<file path="src/rtl/thr_pkg.sv">
package thr_pkg;
    localparam int CTRL_W     = 32;
    localparam int ENABLE_BIT = 4;

    typedef enum logic [1:0] {
        ST_OFF  = 2'd0,
        ST_RUN  = 2'd1,
        ST_STOP = 2'd2
    } thr_state_e;
endpackage

</file>
<file path="src/rtl/thr_ctrl_reg.sv">
module thr_ctrl_reg
    import thr_pkg::*;
#(
    parameter int FIELD_OFS = 1,
    parameter int FIELD_W   = 3
) (
    input  logic                clk,
    input  logic                rst_n,
    input  logic                we,
    input  logic [CTRL_W-1:0]   wdata,
    output logic [CTRL_W-1:0]   rdata,
    output logic                en_q,
    output logic                en_d,
    output logic [FIELD_W-1:0]  field_d
);
    logic [CTRL_W-1:0] word_q;
    logic [CTRL_W-1:0] word_d;

    always_comb begin
        word_d = we ? wdata : word_q;
    end

    always_ff @(posedge clk or negedge rst_n) begin
        if (!rst_n) word_q <= '0;
        else        word_q <= word_d;
    end

    assign rdata   = word_q;
    assign en_q    = word_q[ENABLE_BIT];
    assign en_d    = word_d[ENABLE_BIT];
    assign field_d = word_d[FIELD_OFS +: FIELD_W];

    // a write is visible on the next cycle
    p_readback_r2: assert property (@(posedge clk) disable iff (!rst_n)
        ($past(rst_n) && $past(we)) |-> (rdata == $past(wdata)))
        else $error("R2 read-back mismatch");

    // no write, no change
    p_hold_r2: assert property (@(posedge clk) disable iff (!rst_n)
        ($past(rst_n) && !$past(we)) |-> $stable(rdata))
        else $error("R2 word changed without write");
endmodule

</file>
<file path="src/rtl/thr_period_fsm.sv">
module thr_period_fsm
    import thr_pkg::*;
#(
    parameter int FIELD_W = 3
) (
    input  logic               clk,
    input  logic               rst_n,
    input  logic               en_q,
    input  logic               en_d,
    input  logic [FIELD_W-1:0] field_d,
    output logic               stpclk_n
);
    localparam logic [FIELD_W-1:0] CNT_LAST = '1;
    localparam logic [FIELD_W-1:0] ONE      = FIELD_W'(1);

    thr_state_e         state_q, state_d;
    logic [FIELD_W-1:0] cnt_q, cnt_d;
    logic [FIELD_W-1:0] lat_q, lat_d;

    always_comb begin
        state_d = state_q;
        cnt_d   = cnt_q + ONE;
        lat_d   = lat_q;
        if (!en_d) begin
            state_d = ST_OFF;            // enable fall
            cnt_d   = '0;
        end else if (!en_q) begin
            state_d = ST_RUN;            // enable rise
            cnt_d   = '0;
            lat_d   = field_d;
        end else begin
            unique case (state_q)
                ST_OFF:  state_d = ST_RUN;
                ST_RUN:  if (lat_q != '0 && cnt_q == lat_q - ONE)
                             state_d = ST_STOP;   // duty reached
                ST_STOP: if (cnt_q == CNT_LAST)
                             state_d = ST_RUN;    // period wrap
                default: state_d = ST_OFF;
            endcase
        end
    end

    always_ff @(posedge clk or negedge rst_n) begin
        if (!rst_n) begin
            state_q <= ST_OFF;
            cnt_q   <= '0;
            lat_q   <= '0;
        end else begin
            state_q <= state_d;
            cnt_q   <= cnt_d;
            lat_q   <= lat_d;
        end
    end

    always_comb begin
        stpclk_n = (state_q != ST_STOP);
    end

    p_off_high_r4: assert property (@(posedge clk) disable iff (!rst_n)
        !en_q |-> stpclk_n) else $error("R4 stop while disabled");

    p_release_r8: assert property (@(posedge clk) disable iff (!rst_n)
        $fell(en_q) |-> stpclk_n) else $error("R8 not released");

    p_restart_r9: assert property (@(posedge clk) disable iff (!rst_n)
        $rose(en_q) |-> (cnt_q == '0 && stpclk_n)) else $error("R9 no restart");

    p_hold_lat_r7: assert property (@(posedge clk) disable iff (!rst_n)
        (en_q && $past(en_q)) |-> $stable(lat_q)) else $error("R7 latch moved");

    p_count_r5: assert property (@(posedge clk) disable iff (!rst_n)
        (en_q && $past(en_q)) |-> (cnt_q == $past(cnt_q) + ONE))
        else $error("R5 counter step");

    p_stop_window_r5: assert property (@(posedge clk) disable iff (!rst_n)
        !stpclk_n |-> (lat_q != '0 && cnt_q >= lat_q))
        else $error("R5 stop outside window");

    p_zero_full_r6: assert property (@(posedge clk) disable iff (!rst_n)
        (en_q && lat_q == '0) |-> stpclk_n) else $error("R6 zero duty stopped");
endmodule

</file>
<file path="src/rtl/cpu_throttle_ctrl.sv">
module cpu_throttle_ctrl
    import thr_pkg::*;
#(
    parameter int DUTY_OFS = 1,
    parameter int DUTY_W   = 3
) (
    input  logic        clk,
    input  logic        rst_n,
    input  logic        reg_we,
    input  logic [31:0] reg_wdata,
    output logic [31:0] reg_rdata,
    output logic        stpclk_n
);
    localparam int  FW        = (DUTY_W == 0) ? 1 : DUTY_W;
    localparam int  OFS_USED  = (DUTY_W == 0) ? 0 : DUTY_OFS;
    localparam int  FIELD_TOP = DUTY_OFS + DUTY_W - 1;
    localparam bit  FIELD_OK  = (DUTY_W == 0) ||
                                ((FIELD_TOP <= CTRL_W - 1) &&
                                 !(DUTY_OFS <= ENABLE_BIT && FIELD_TOP >= ENABLE_BIT));

    // illegal duty-field placement stops elaboration
    if (!FIELD_OK) begin : g_bad_field
        $error("duty field overflows the word or covers the enable bit");
    end

    logic          en_q, en_d;
    logic [FW-1:0] field_d;

    thr_ctrl_reg #(.FIELD_OFS(OFS_USED), .FIELD_W(FW)) u_reg (
        .clk    (clk),
        .rst_n  (rst_n),
        .we     (reg_we),
        .wdata  (reg_wdata),
        .rdata  (reg_rdata),
        .en_q   (en_q),
        .en_d   (en_d),
        .field_d(field_d)
    );

    if (DUTY_W == 0) begin : g_no_throttle
        // no duty field, clock never stopped
        assign stpclk_n = 1'b1;
    end else begin : g_throttle
        thr_period_fsm #(.FIELD_W(FW)) u_fsm (
            .clk     (clk),
            .rst_n   (rst_n),
            .en_q    (en_q),
            .en_d    (en_d),
            .field_d (field_d),
            .stpclk_n(stpclk_n)
        );
    end
endmodule

</file>
<file path="config.mk">
export PLATFORM = sky130hd
export DESIGN_NAME = cpu_throttle_ctrl
export DESIGN_NICKNAME = d
export VERILOG_FILES = /design/src/rtl/thr_pkg.sv /design/src/rtl/thr_ctrl_reg.sv /design/src/rtl/thr_period_fsm.sv /design/src/rtl/cpu_throttle_ctrl.sv
export SDC_FILE = /design/constraint.sdc
export NUM_CORES = 1
export LEC_CHECK = 0
export CORE_UTILIZATION = 38
export DETAILED_ROUTE_END_ITERATION = 8
export GPL_TIMING_DRIVEN = 0
export HOLD_SLACK_MARGIN = 0.15
export PLACE_DENSITY = 0.87
export SYNTH_ARGS = -nofsm -noshare
export SYNTH_HDL_FRONTEND = slang
export SYNTH_SLANG_ARGS = --single-unit
</file>
<file path="constraint.sdc">
create_clock -name clk -period 1.6 [get_ports clk]
set_input_delay 0.4 -clock clk [delete_from_list [all_inputs] [get_ports clk]]
set_output_delay 0.4 -clock clk [all_outputs]
set_load 0.01 [all_outputs]
</file>
==> reports/qor.log <==
qor: outcome.run_status complete, but fails checks
qor: outcome.violations negative setup slack
qor: die.dieHeight 67.0 µm
qor: placed_design.post-place-ws -200 ps
qor: die.die_w 67.0 µm
qor: critical_path.critical_path_peak_fanout 2
qor: detailed_routing.final_antenna_net_count 0
qor: die.initial_utilization 39.9%
qor: timing.grt_setup_unrepaired yes
qor: critical_path.maximum_single_stage_delay_on_the_critical_path 510 ps
qor: timing.timing_worst_slew_pin_value 882 ps
qor: detailed_routing.route.vias.total 1138
qor: grt.number_of_global_route_vias_before_repair 1263
qor: critical_path.critical_path.startpoint_type flop
qor: clock_network.clockBufferDepth 2
qor: grt.grt_antenna_before_repair 0
qor: logic_synthesis.synth.lib_cells_used.distinct 18
qor: clock_network.root_buffer sky130_fd_sc_hd__clkbuf_8
qor: critical_path.critical-path-slowest-cell sky130_fd_sc_hd__or4_4
qor: pwr.ir_drop 466 µV
qor: grt.grt.total_usage 18.6%
qor: clock_network.cts.clk_slew.worst_paths 70 ps
qor: grt.maximum_number_of_pins_on_one_net_before_global_route_repair 41
qor: timing.slew_headroom 41.2%
qor: timing.slew_violations 0
qor: pwr.total_leakage_power 1.28 nW
qor: pwr.power_density 1000 nW/µm²
qor: detailed_routing.drc 0
qor: logic_synthesis.synthesis.nets 146
qor: final_layout.drive_gt1_share 32.8%
qor: die.core 4030 µm²
qor: timing.layout_setup_ws -71.2 ps
qor: final_layout.antenna_cells_inserted 0
qor: timing.period_share 104%
qor: final_layout.fillers 293
qor: timing.timing.clock.skew 1.05 ps
qor: logic_synthesis.post_synth_inst_count 107
qor: clock_network.clock-sinks 40
qor: detailed_routing.wl_per_cell 16.0 µm
qor: detailed_routing.wl 3770 µm
qor: grt.grt_pass1_wl 5920 µm
qor: critical_path.crit_arrival 1880 ps
qor: logic_synthesis.synth.avg_cell_area 15.0 µm²
qor: placed_design.portBuffers 66
qor: critical_path.path_class reg -> reg
qor: timing.hold_violations 0
qor: pwr.post-layout-total-power 0.00256 W
qor: final_layout.finish.net_count 224
qor: final_layout.multi_input_logic_area 621 µm²
qor: logic_synthesis.synth_seq_area_share 62.3%
qor: placed_design.numPlacedInstances 223
qor: detailed_routing.first_iter_violations 63
qor: die.die_area 4500 µm²
qor: detailed_routing.avgViaCountPerCell 4.82
qor: timing.setup_viol 1
qor: logic_synthesis.yosys_warnings 0
qor: min_path.classification_of_the_worst_slack_hold_path in -> async
qor: final_layout.layout_commonest_cell sky130_fd_sc_hd__dfrtp_1
qor: logic_synthesis.synth.ff_latch_count 40
qor: detailed_routing.drt_pass1_iterations 3
qor: die.row_count 23
qor: final_layout.layout.area.seq 1000 µm²
qor: clock_network.clk_latency 290 ps
qor: placed_design.dp_hpwl 2650 µm
qor: die.io-pin-count 68
qor: final_layout.post_layout_nonfiller_instances 236
qor: critical_path.critical_path_required 1810 ps
qor: logic_synthesis.mappedNetlistArea 1610 µm²
qor: clock_network.ctsHoldBuffers 0
qor: critical_path.cp-end-kind flop
qor: final_layout.area.growth.synth_to_final 58.9%
qor: clock_network.tritoncts done
qor: placed_design.gpl.final_weighted_congestion 0.740
qor: clock_network.h-tree-depth 2
qor: timing.fmax 598 MHz
qor: job.maxCapViolCount 0
qor: grt.global_route_total_overflow 0
qor: timing.final_min_period 1670 ps
qor: clock_network.inserted_clock_buffers 5
qor: critical_path.critical_path.cell_chain inv_1, ha_2, ha_4, xnor2_2, or4_4, o32ai_4
qor: final_layout.layout_common_cells 39 x sky130_fd_sc_hd__dfrtp_1, 35 x sky130_fd_sc_hd__mux2_2, 32 x sky130_fd_sc_hd__clkdlybuf4s50_1
cells by family after synthesis:
family	Yosys count	share of synthesized area (%)
AO/OA/AOI/OAI	3	1.32
XOR/XNOR	3	1.63
adder cells (fa/ha/maj)	4	3.11
buffers and inverters	10	2.88
flip-flops	40	62.3
multiplexers	35	24.5
AND/OR/NAND/NOR	12	4.28
metal layers:
layer | part of all wire (%) | track usage (%) | vias up
li1 | - | - | 528
met1 | 38 | 19.4 | 566
met2 | 55 | 34.3 | 36
met3 | 4.5 | 4.28 | 8
met4 | 1.9 | 9.31 | 0
met5 | 0 | 0 | -
synth_stat cells (all sizes together):
cell type / number / share of area [%]
a31oi: 1 / 0.39
and3: 2 / 0.78
buf: 5 / 1.7
dfrtp: 40 / 62
ha: 4 / 3.1
inv: 5 / 1.2
mux2: 35 / 25
nand2: 3 / 0.70
nand2b: 2 / 0.78
nand4b: 1 / 0.54
nor2: 1 / 0.23
nor2b: 1 / 0.39
nor4: 1 / 0.39
o22ai: 1 / 0.39
o32ai: 1 / 0.54
or4: 1 / 0.47
xnor2: 3 / 1.6
path summary, 6_finish.rpt:
kind,start,end,slack [ps],cells past startpoint
worst max-delay path,g_throttle.u_fsm.lat_q[0],g_throttle.u_fsm.state_q[1],-70,6
worst min-delay path,rst_n,u_reg.rdata[18],220,1
worst max register to register,g_throttle.u_fsm.lat_q[0],g_throttle.u_fsm.state_q[1],-70,6
worst min register to register,g_throttle.u_fsm.cnt_q[0],g_throttle.u_fsm.cnt_q[0],480,1
max in group asynchronous,rst_n,u_reg.rdata[4],780,1
min in group clk,reg_we,u_reg.rdata[20],440,2
through the flow:
stage / hold WS [ps] / utilization [%] / area [µm²] / TNS [ps]
3_3_place_gp: 463 / 57.9 / 2330 / -28310
4_1_cts: 245 / 61.4 / 2470 / -150
6_report: 221 / 63.4 / 2550 / -71.2
3_5_place_dp: 469 / 57.7 / 2330 / -200
5_1_grt: 285 / 63.4 / 2550 / -119
2_1_floorplan: 104 / - / 1610 / -33.5
flip-flops by register name (all words and copies together), names as in the netlist:
name,count
u_reg.rdata,32
g_throttle.u_fsm.cnt_q,3
g_throttle.u_fsm.lat_q,3
g_throttle.u_fsm.state_q,2
what timing repair did:
item | 4_1_cts | 5_1_grt
endpoints found under the setup margin | 13 | 23
pin swaps | 3 | 4
setup buffers | 4 | 1
gates resized for setup | 19 | 23
critical path, delay by kind of cell (launching register included):
kind                       cells  cell delay (ps)
and+or+nand+nor                1              510
DFF                            1              390
adders and majority gates      2              380
xor gates and xnor gates       1              130
AOI/OAI and AO/OA              1              100
buffers and inverters          1               60
final cells by class:
cell class	count	area share [%]
Clock inverter	1	0.294
Multi-Input combinational cell	57	24.3
Inverter	5	0.735
Buffer	5	1.08
Clock buffer	7	3.38
Sequential cell	40	39.2
Timing Repair Buffer	71	28.6
Tap cell	50	2.45
power by group:
| part | total (W) | internal [W] | switching (W) | leakage, nW |
|---|---|---|---|---|
| logic | 0.000691 | 0.000405 | 0.000285 | 0.759 |
| registers | 0.00118 | 0.00112 | 0.0000588 | 0.475 |
| clock network | 0.000691 | 0.000350 | 0.000341 | 0.0445 |
Note: power is estimated with default switching activity, not from simulation.
